<file path="config.mk">
export PLATFORM = sky130hd
export DESIGN_NAME = stile_addr_gen
export DESIGN_NICKNAME = d
export VERILOG_FILES = /design/src/rtl/stile_pkg.sv /design/src/rtl/stile_stage.sv /design/src/rtl/stile_index.sv /design/src/rtl/stile_addr.sv /design/src/rtl/stile_addr_gen.sv
export SDC_FILE = /design/constraint.sdc
export NUM_CORES = 1
export LEC_CHECK = 0
export BUFFER_PORTS_ARGS = -buffer_cell sky130_fd_sc_hd__buf_4
export CAP_MARGIN = 20
export CORE_ASPECT_RATIO = 1.25
export CORE_MARGIN = 4
export CORE_UTILIZATION = 32
export CTS_BUF_LIST = sky130_fd_sc_hd__clkbuf_4 sky130_fd_sc_hd__clkbuf_8
export DETAILED_ROUTE_END_ITERATION = 10
export GPL_TIMING_DRIVEN = 0
export RECOVER_POWER = 50
export SLEW_MARGIN = 20
export SYNTH_ARGS = -nofsm -noshare
export SYNTH_HDL_FRONTEND = slang
export SYNTH_SLANG_ARGS = --single-unit
</file>
<file path="constraint.sdc">
create_clock -name clk -period 3.8 [get_ports clk]
set_clock_uncertainty 0.15 [all_clocks]
set_input_delay 0 -clock clk [delete_from_list [all_inputs] [get_ports clk]]
set_output_delay 0 -clock clk [all_outputs]
set_load 0.05 [all_outputs]
</file>
<file path="src/rtl/stile_pkg.sv">
package stile_pkg;
  localparam int TILE_LOG = 2;
  localparam int ST_LOG   = 6;
  localparam int ST_PIX_LOG = 2 * ST_LOG;
  localparam int TILE_PIX_LOG = 2 * TILE_LOG;

  typedef enum logic [1:0] {
    ESZ_1  = 2'd0,
    ESZ_2  = 2'd1,
    ESZ_4  = 2'd2,
    ESZ_4B = 2'd3
  } esz_e;

  function automatic logic [1:0] esz_shift(input logic [1:0] code);
    case (esz_e'(code))
      ESZ_1:   esz_shift = 2'd0;
      ESZ_2:   esz_shift = 2'd1;
      default: esz_shift = 2'd2;
    endcase
  endfunction
endpackage

</file>
<file path="src/rtl/stile_stage.sv">
module stile_stage #(
  parameter int W = 8
) (
  input  logic         clk,
  input  logic         rst_n,
  input  logic         ld,
  input  logic         v_d,
  input  logic [W-1:0] d,
  output logic         v_q,
  output logic [W-1:0] q
);
  logic         v_nxt;
  logic [W-1:0] q_nxt;

  always_comb begin
    v_nxt = v_q;
    q_nxt = q;
    if (ld) begin
      v_nxt = v_d;
      q_nxt = d;
    end
  end

  always_ff @(posedge clk or negedge rst_n) begin
    if (!rst_n) v_q <= 1'b0;
    else        v_q <= v_nxt;
  end

  always_ff @(posedge clk) begin
    if (ld) q <= q_nxt;
  end
endmodule

</file>
<file path="src/rtl/stile_index.sv">
module stile_index
  import stile_pkg::*;
#(
  parameter int X_W   = 14,
  parameter int Y_W   = 14,
  parameter int WST_W = 8,
  parameter int IDX_W = 29
) (
  input  logic [X_W-1:0]   x,
  input  logic [Y_W-1:0]   y,
  input  logic [WST_W-1:0] wst,
  input  logic             super_en,
  output logic [IDX_W-1:0] idx
);
  localparam int ROW_TILE_LOG = ST_LOG - TILE_LOG;

  logic [IDX_W-1:0] st_num, idx_st, row_tiles, tile_num, idx_flat;
  logic [ST_PIX_LOG-1:0] st_local;
  logic [TILE_PIX_LOG-1:0] in_tile;

  always_comb begin
    in_tile  = {y[1:0], x[1:0]};
    st_local = {y[5:4], x[5:3], y[3:2], x[2], in_tile};
    st_num   = IDX_W'(y[Y_W-1:ST_LOG]) * IDX_W'(wst) + IDX_W'(x[X_W-1:ST_LOG]);
    idx_st   = (st_num << ST_PIX_LOG) | IDX_W'(st_local);
    row_tiles = IDX_W'(wst) << ROW_TILE_LOG;
    tile_num = IDX_W'(y[Y_W-1:TILE_LOG]) * row_tiles + IDX_W'(x[X_W-1:TILE_LOG]);
    idx_flat = (tile_num << TILE_PIX_LOG) | IDX_W'(in_tile);
    idx      = super_en ? idx_st : idx_flat;
  end
endmodule

</file>
<file path="src/rtl/stile_addr.sv">
module stile_addr
  import stile_pkg::*;
#(
  parameter int IDX_W  = 29,
  parameter int ADDR_W = 32
) (
  input  logic [IDX_W-1:0]  idx,
  input  logic              split,
  input  logic [1:0]        esz,
  input  logic [ADDR_W-1:0] base0,
  input  logic [ADDR_W-1:0] base1,
  output logic [ADDR_W-1:0] addr
);
  localparam int OFF_W = IDX_W + 2;

  logic [IDX_W-1:0] eff;
  logic [OFF_W-1:0] off;
  logic             odd_tile;

  always_comb begin
    odd_tile = idx[TILE_PIX_LOG];
    if (split)
      eff = ((idx >> (TILE_PIX_LOG + 1)) << TILE_PIX_LOG) | IDX_W'(idx[TILE_PIX_LOG-1:0]);
    else
      eff = idx;
    off  = OFF_W'(eff) << esz_shift(esz);
    addr = ((split && odd_tile) ? base1 : base0) + ADDR_W'(off);
  end
endmodule

</file>
<file path="src/rtl/stile_addr_gen.sv">
module stile_addr_gen
  import stile_pkg::*;
#(
  parameter int X_W    = 14,
  parameter int Y_W    = 14,
  parameter int WST_W  = 8,
  parameter int ADDR_W = 32
) (
  input  logic              clk,
  input  logic              rst_n,
  input  logic              in_valid,
  output logic              in_ready,
  input  logic [X_W-1:0]    in_x,
  input  logic [Y_W-1:0]    in_y,
  input  logic [WST_W-1:0]  in_wst,
  input  logic              in_super,
  input  logic              in_split,
  input  logic [1:0]        in_bpp,
  input  logic [ADDR_W-1:0] in_base0,
  input  logic [ADDR_W-1:0] in_base1,
  output logic              out_valid,
  input  logic              out_ready,
  output logic [ADDR_W-1:0] out_addr
);
  localparam int IDX_W = Y_W + WST_W + 7;
  localparam int S1_W  = IDX_W + 3 + 2 * ADDR_W;

  logic [IDX_W-1:0]  idx_c, s1_idx;
  logic [S1_W-1:0]   s1_d, s1_q;
  logic              s1_v, s1_en, s2_en, s1_split;
  logic [1:0]        s1_esz;
  logic [ADDR_W-1:0] s1_b0, s1_b1, addr_c;

  // stage enables: stage 2 moves when empty or drained, stage 1 when stage 2 moves or empty
  always_comb begin
    s2_en    = !out_valid || out_ready;
    s1_en    = s2_en || !s1_v;
    in_ready = s1_en;
  end

  stile_index #(.X_W(X_W), .Y_W(Y_W), .WST_W(WST_W), .IDX_W(IDX_W)) u_index (
    .x(in_x), .y(in_y), .wst(in_wst), .super_en(in_super), .idx(idx_c)
  );

  assign s1_d = {idx_c, in_split, in_bpp, in_base1, in_base0};

  stile_stage #(.W(S1_W)) u_s1 (
    .clk(clk), .rst_n(rst_n), .ld(s1_en), .v_d(in_valid), .d(s1_d),
    .v_q(s1_v), .q(s1_q)
  );

  assign {s1_idx, s1_split, s1_esz, s1_b1, s1_b0} = s1_q;

  stile_addr #(.IDX_W(IDX_W), .ADDR_W(ADDR_W)) u_addr (
    .idx(s1_idx), .split(s1_split), .esz(s1_esz), .base0(s1_b0), .base1(s1_b1),
    .addr(addr_c)
  );

  stile_stage #(.W(ADDR_W)) u_s2 (
    .clk(clk), .rst_n(rst_n), .ld(s2_en), .v_d(s1_v), .d(addr_c),
    .v_q(out_valid), .q(out_addr)
  );

  p_hold_r6: assert property (@(posedge clk) disable iff (!rst_n)
    out_valid && !out_ready |=> out_valid && $stable(out_addr));

  p_stall_keep_r7: assert property (@(posedge clk) disable iff (!rst_n)
    s1_v && !in_ready |=> s1_v && $stable(s1_q));

  p_fill_r8: assert property (@(posedge clk) disable iff (!rst_n)
    in_valid && in_ready |=> s1_v);

  p_advance_r8: assert property (@(posedge clk) disable iff (!rst_n)
    s1_v && (!out_valid || out_ready) |=> out_valid);
endmodule

</file>
==> summary.txt, run 1 <==
Run status
  – Status: finished with violations
  – Failing checks: max-capacitance violations, max-slew violations, negative setup slack

Min path
  – Hold Crit Class: input port to flip-flop

Logic synthesis
  – Largest family of logic cells by synthesized area: adder cells
  – Synthesized Nets: 1470
  – Seq/Total Area, Yosys: 32.3%
  – Post-synth EDFFs: 128
  – Main synth FF type: edfxtp_1
  – Cell taking the most area after synthesis: edfxtp_1
  – Xor/xnor share of the synthesized area: 4.77%
  – Synth unique cells: 70
  – Ys Warns: 0
  – Simple-gate portion of the synthesized area: 12.3%
  – Complex-gate fraction of the synthesized area: 12.3%
  – Synthesized instance count: 1172
  – Most common library cells after synthesis: inv_1, edfxtp_1, ha_1
  – Number of synthesized register bits: 130
  – Syn avg cell area: 10.3 um2
  – Post-Synthesis Cell Area: 12100 um2
  – Ranking of synthesized cells by area: edfxtp_1, fa_1, ha_1, inv_1, mux2i_1
  – Mux contribution to synthesized area: 7.58%
  – Fraction of the mapped netlist area in adder cells: 25.1%
  – Post-synth top area share: 31.9%
  – Most frequent cell after synthesis: inv_1
  – Ys async rst share: 1.54%

Worst setup path
  – CP cell instances: buf_4 -> clkbuf_16 -> and2_4 -> fa_1 -> inv_1 -> fa_1 -> inv_1 -> fa_1 -> inv_1 -> fa_1 -> inv_2 -> ha_4 -> a21oi_1 -> and3_1 -> a221o_2 -> o211ai_1 -> xor2_2 -> buf_4 -> buf_4 -> or4b_4 -> or4_4 -> o21ai_2
  – Crit Path Class: input port to flip-flop
  – CP most frequent cell: fa_1
  – CP startpoint kind: input port
  – CP Capture Type: flip-flop
  – CP max-delay cell: fa_1
  – Max Fanout on Critical Path: 6
  – WP data required: 3.95 ns
  – Largest stage delay, worst path: 0.50 ns
  – Worst path arrival time: 5.32 ns

Pwr
  – Leakage: 7.21 nW
  – Power per standard cell area: 683 nW/um2
  – Worst IR drop on VDD: 0.391 mV

Timing
  – RSZ-0062 raised after global routing: yes
  – Min Tclk post-route: 5.16 ns
  – Fin. max-slew vios: 31
  – FMAX: 194 MHz
  – Setup Viol. Count Final: 13
  – WHS: 0.0508 ns
  – Final setup margin: -1.36 ns
  – Final Hold Fails: 0
  – Final worst-path cycle share: 136%
  – Rel. slew slack: -7.92%
  – Worst slew pin tran: 1.62 ns

Global route
  – Initial antenna violation count: 1
  – Total grt overflow: 0
  – First-pass GRT wire length: 49300 um
  – Pin count of the biggest net entering global routing: 31
  – Vias in the first global route: 9885
  – Gr usage total: 14.8%

Place
  – GP Congestion: 0.814
  – Setup WS pre-CTS: -2.02 ns
  – I/O Buffers: 140
  – Dpl hpwl: 23800 um

Die
  – Site Rows: 79
  – Die area: 40900 um2
  – Die W: 182 um
  – DIE HEIGHT: 225 um
  – Initial core utilization: 32.4%
  – # IOs: 142
  – Core area: 37300 um2

Routing
  – Wire length on met2: 15700 um
  – Initial drt markers: 301
  – Drt pass-1 iters: 4
  – Post-route ant nets: 0
  – Drt wl/cell: 15.4 um
  – Vias/cell: 4.73
  – Via Count: 9402
  – Metal3 WL: 988 um
  – Max layer used: met4
  – Metal-1 WL: 13200 um
  – DRC Markers: 0
  – Total Wirelength: 30600 um

Clocking
  – Clock sink count: 130
  – TritonCTS clock tree: done
  – Clock-pin slew on the worst setup and hold paths: 0.07 ns
  – Clock root buffer: clkbuf_8
  – Clock latency on the worst-skew pair: 0.46 ns
  – Num CTS Buffers: 17
  – Max H-tree Level: 4
  – Clock Path Buffers: 2

Cells and area
  – Nets: 1786
  – Layout cells sized above 1: 26.4%
  – Area growth syn-to-layout: 35.1%

Flow run
  – Maximum capacitance violations: 1
## worst max-delay path: cells and delay by family
kind / cells / cell delay (ns)
xor gates and xnor gates: 1 / 0.20
adders and majority gates: 5 / 2.24
and+or+nand+nor: 4 / 1.28
AOI/OAI and AO/OA: 4 / 0.86
buffers and inverters: 8 / 0.72
## area by class of cell
type                            count  area, um2
Fill cell                        3551      21000
Multi-Input combinational cell    858       8120
Sequential cell                   130       3890
Timing Repair Buffer              300       2430
Tap cell                          486        608
Inverter                          148        556
Buffer                             33        292
Clock buffer                       18        241
Clock inverter                     11        141
Antenna cell                        2       5.00
## cells in the final DEF, fill, tap and decap left out, types with 7 or more instances in the layout
cell type	count
mux2_2	36
nand2_1	84
dlygate4sd3_1	86
nand3_1	9
ha_4	12
clkbuf_8	18
xor2_1	20
nand2b_1	9
ha_1	86
buf_6	19
o21a_1	8
mux2i_1	40
and2_1	55
inv_1	139
o21bai_1	8
clkbuf_1	45
nor2_1	59
a21o_1	31
clkbuf_4	75
edfxtp_1	128
nor3_1	7
nor2_2	7
o21ai_0	36
buf_4	92
fa_1	81
inv_2	7
o21ai_1	12
and2_4	13
a21oi_2	13
xnor2_1	36
o211ai_1	7
a21oi_1	61
## report_power, final
group	internal [mW]	switching, mW
sequential	2.08	0.134
clock	0.640	0.516
combinational	3.46	4.30
## logic make-up after synthesis
| family | count (synthesis) |
|---|---|
| AND/OR/NAND/NOR | 292 |
| AO/OA/AOI/OAI | 226 |
| adder cells (fa/ha/maj) | 190 |
| buffers and inverters | 184 |
| flip-flops | 130 |
| multiplexers | 86 |
| XOR/XNOR | 64 |
## path summary, 6_finish.rpt
check | startpoint | to | slack, ns | cells after the start
max | in_wst[5] | u_s1.q[95] | -1.36 | 22
min | in_x[10] | u_s1.q[80] | 0.05 | 5
max reg2reg | u_s1.q[71] | u_s2.q[26] | 0.03 | 14
min reg2reg | u_s1.v_q | u_s2.v_q | 0.33 | 1
max in group asynchronous | rst_n | u_s2.v_q | 3.08 | 3
min in group asynchronous | rst_n | u_s1.v_q | 0.28 | 3
## flip-flops by register name (all words and copies together), names as in the netlist
| name | flops |
|---|---|
| u_s2.q | 32 |
| u_s2.v_q | 1 |
| u_s1.v_q | 1 |
| u_s1.q | 96 |
## repair_timing
action | 4_1_cts | 5_1_grt
buffers inserted | 47 | 22
hold endpoints to repair | 98 | 0
gates resized for setup | 80 | 77
gates cloned | 0 | 0
pin swaps | 53 | 52
setup endpoints to repair | 36 | 30
hold buffers | 86 | 0
## through the flow
step	util (%)	std cells	TNS, ns	cell area, um2	total power [mW]
final	43.7	1986	-10.42	16300	11.1
after global placement	37.7	1798	-158.16	14000	8.82
after CTS	43.0	1966	-10.52	16000	11.0
after detailed placement	37.9	1805	-29.99	14100	8.92
after floorplan	-	1172	-77.65	12400	7.49
after global routing	43.7	1985	-12.92	16300	12.0
## per-layer routing
metal | vias up | GRT usage [%]
li1 | 4683 | -
met1 | 4490 | 18.0
met5 | - | 0
met4 | 0 | 5.33
met2 | 189 | 26.8
met3 | 40 | 2.02
Power figures use the tool's default switching activity.
==> inputs of run 2 (changes only) <==
==> constraint.sdc (replaced) <==
create_clock -name clk -period 3.8 [get_ports clk]
set_clock_uncertainty 0.15 [all_clocks]
set_input_delay 0.38 -clock clk [delete_from_list [all_inputs] [get_ports clk]]
set_output_delay 0.38 -clock clk [all_outputs]
set_load 0.05 [all_outputs]
==> summary.txt, run 2 (same netlist as run 1, synthesis figures left out) <==
Run status
  – Status: finished with violations (unchanged)
  – Failing checks: max-capacitance violations, max-slew violations, negative setup slack (unchanged)

Worst setup path
  – CP cell instances: buf_12 -> clkbuf_16 -> and2_4 -> fa_1 -> inv_2 -> fa_1 -> inv_1 -> fa_1 -> inv_1 -> fa_1 -> inv_2 -> ha_4 -> o21a_1 -> o21ai_2 -> a221o_2 -> xor2_4 -> buf_6 -> nor4_4 -> nand2_2 -> or4b_4 -> or4_4 -> o21ai_2 (was buf_4 -> clkbuf_16 -> and2_4 -> fa_1 -> inv_1 -> fa_1 -> inv_1 -> fa_1 -> inv_1 -> fa_1 -> inv_2 -> ha_4 -> a21oi_1 -> and3_1 -> a221o_2 -> o211ai_1 -> xor2_2 -> buf_4 -> buf_4 -> or4b_4 -> or4_4 -> o21ai_2)
  – WP data required: 3.94 ns (was 3.95 ns)
  – Max Fanout on Critical Path: 7 (was 6)
  – Worst Path Buf+Inv: 7 (was 8)
  – CP most frequent cell: fa_1 (unchanged)
  – CP max-delay cell: or4b_4 (was fa_1)
  – CP startpoint kind: input port (unchanged)
  – CP Capture Type: flip-flop (unchanged)
  – Crit Path Class: input port to flip-flop (unchanged)
  – Largest stage delay, worst path: 0.57 ns (was 0.50 ns)
  – Delay-heaviest family, CP: adder cells (unchanged)
  – Worst path arrival time: 5.73 ns (was 5.32 ns)

Die
  – # IOs: 142 (unchanged)
  – Initial core utilization: 32.4% (unchanged)
  – Die area: 40900 um2 (unchanged)
  – Die W: 182 um (unchanged)
  – Site Rows: 79 (unchanged)
  – DIE HEIGHT: 225 um (unchanged)
  – Core area: 37300 um2 (unchanged)

Timing
  – RSZ-0062 raised after global routing: yes (unchanged)
  – WHS: 0.0860 ns (was 0.0508 ns)
  – Final setup margin: -1.78 ns (was -1.36 ns)
  – Min Tclk post-route: 5.58 ns (was 5.16 ns)
  – Worst slew pin tran: 1.55 ns (was 1.62 ns)
  – Fin. max-slew vios: 29 (was 31)
  – Final worst-path cycle share: 147% (was 136%)
  – FMAX: 179 MHz (was 194 MHz)
  – Rel. slew slack: -3.22% (was -7.92%)
  – Final Hold Fails: 0 (unchanged)
  – Setup Viol. Count Final: 15 (was 13)

Cells and area
  – Nets: 1778 (was 1786)
  – Layout cells sized above 1: 28.2% (was 26.4%)
  – Design area: 16400 um2 (was 16300 um2)
  – # fillers: 3487 (was 3551)
  – Largest register FFs: 96 (unchanged)
  – Sequential Area: 3890 um2 (unchanged)
  – Finished Layout Cells: 1979 (was 1986)
  – Area growth syn-to-layout: 36.0% (was 35.1%)
  – Largest registers: u_s1.q: 96 flops, u_s2.q: 32 flops (unchanged)
  – Biggest register: u_s1.q (unchanged)
  – Multi-input gate area: 8220 um2 (was 8120 um2)
  – Commonest non-fill, non-tap cell in the layout: inv_1 (unchanged)
  – Commonest non-fill, non-tap cells in the layout: inv_1, edfxtp_1, buf_4, nand2_1, ha_1 (was inv_1, edfxtp_1, buf_4, ha_1, dlygate4sd3_1)

Clocking
  – Max H-tree Level: 4 (unchanged)
  – Clock root buffer: clkbuf_8 (unchanged)
  – Clock latency on the worst-skew pair: 0.45 ns (was 0.46 ns)
  – Clock-pin slew on the worst setup and hold paths: 0.08 ns (was 0.07 ns)
  – Num CTS Buffers: 17 (unchanged)
  – Clock Path Buffers: 2 (unchanged)
  – Clock sink count: 130 (unchanged)
  – TritonCTS clock tree: done (unchanged)

Routing
  – Initial drt markers: 304 (was 301)
  – Drt wl/cell: 15.5 um (was 15.4 um)
  – Vias/cell: 4.75 (was 4.73)
  – Drt pass-1 iters: 4 (unchanged)
  – Post-route ant nets: 0 (unchanged)
  – DRC Markers: 0 (unchanged)
  – Via Count: 9392 (was 9402)
  – Total Wirelength: 30700 um (was 30600 um)

Global route
  – Vias in the first global route: 9886 (was 9885)
  – First-pass GRT wire length: 49900 um (was 49300 um)
  – Gr usage total: 15.0% (was 14.8%)
  – Initial antenna violation count: 0 (was 1)
  – Pin count of the biggest net entering global routing: 29 (was 31)
  – Total grt overflow: 0 (unchanged)

Place
  – GP Congestion: 0.828 (was 0.814)
  – I/O Buffers: 140 (unchanged)
  – Post-Place Cells: 1805 (unchanged)
  – Setup WS pre-CTS: -2.38 ns (was -2.02 ns)
  – Dpl hpwl: 24100 um (was 23800 um)
  – Area of placed instances: 14200 um2 (was 14100 um2)

Pwr
  – Leakage: 7.24 nW (was 7.21 nW)
  – Power per standard cell area: 695 nW/um2 (was 683 nW/um2)
  – Worst IR drop on VDD: 0.382 mV (was 0.391 mV)
  – Power Total: 11.4 mW (was 11.1 mW)

Flow run
  – Maximum capacitance violations: 1 (unchanged)

Min path
  – Hold Crit Class: input port to async pin (was input port to flip-flop)
## run 2: changes by cell type in the layout (fill, tap and decap cells not counted), sizes merged
cell and delta:
bufinv -1, buf +9, diode -1, clkinv -1, clkinvlp +1, dlygate4sd3 -12
clkbuf -4, inv +2
## run 2: timing repair
action                                 4_1_cts  5_1_grt
pin swaps                                   51       57
setup endpoints to repair                   38       30
endpoints found under the hold margin       75        0
hold buffers                                74        0
gates cloned                                 1        0
resized for setup                           90       85
buffers inserted                            51       24
## run 2: final timing paths
kind | start | to | slack [ns] | cells after the start
worst min-delay path | rst_n | u_s1.v_q | 0.09 | 2
min in group clk | in_x[3] | u_s1.q[72] | 0.09 | 2
worst max register to register | u_s1.q[71] | u_s2.q[26] | 0.13 | 14
worst max-delay path | in_wst[6] | u_s1.q[95] | -1.78 | 22
worst min register to register | u_s1.v_q | u_s2.v_q | 0.33 | 1
max in group asynchronous | rst_n | u_s2.v_q | 3.27 | 2
## run 2: power by group
group	internal (mW)	switching [mW]	leakage (nW)
clock network	0.595	0.549	0.195
logic	3.65	4.39	5.73
registers	2.08	0.139	1.32
total	6.33	5.08	7.24
## run 2: worst register-to-register path, stage by stage (launching register included)
cell and delay, ns:
edfxtp_1 0.43, nand2_4 0.17, buf_12 0.14, mux2_4 0.31, ha_4 0.17, fa_2 0.36, a21o_1 0.18, a21oi_2 0.16
o21bai_1 0.09, a21oi_2 0.20, o311a_1 0.22, o211ai_1 0.18, a221oi_2 0.36, nor2b_2 0.21, xnor2_1 0.07
## run 2: final cells by class
cell class                 instances  area share [%]
sequential                       130            23.7
buffer                            34            2.20
clock inverter                    12           0.816
multi-input combinational        858            50.1
clock buffer                      19            1.52
inverter                         148            3.39
antenna                            1          0.0153
timing repair buffer             291            14.5
tap                              486            3.71
## run 2: per-stage QoR
step | utilization [%] | setup TNS, ns
2_1_floorplan | - | -83.02
3_3_place_gp | 37.7 | -184.29
3_5_place_dp | 38.0 | -35.77
4_1_cts | 43.1 | -15.39
5_1_grt | 44.0 | -18.01
6_report | 44.0 | -15.76
## run 2: per-layer routing
| layer | vias up | global-route usage, % | part of all wire (%) |
|---|---|---|---|
| met2 | 167 | 27.4 | 52 |
| met4 | 0 | 5.11 | 2.4 |
| li1 | 4660 | - | - |
| met3 | 35 | 1.94 | 3.1 |
| met5 | - | 0 | 0 |
| met1 | 4530 | 18.1 | 43 |
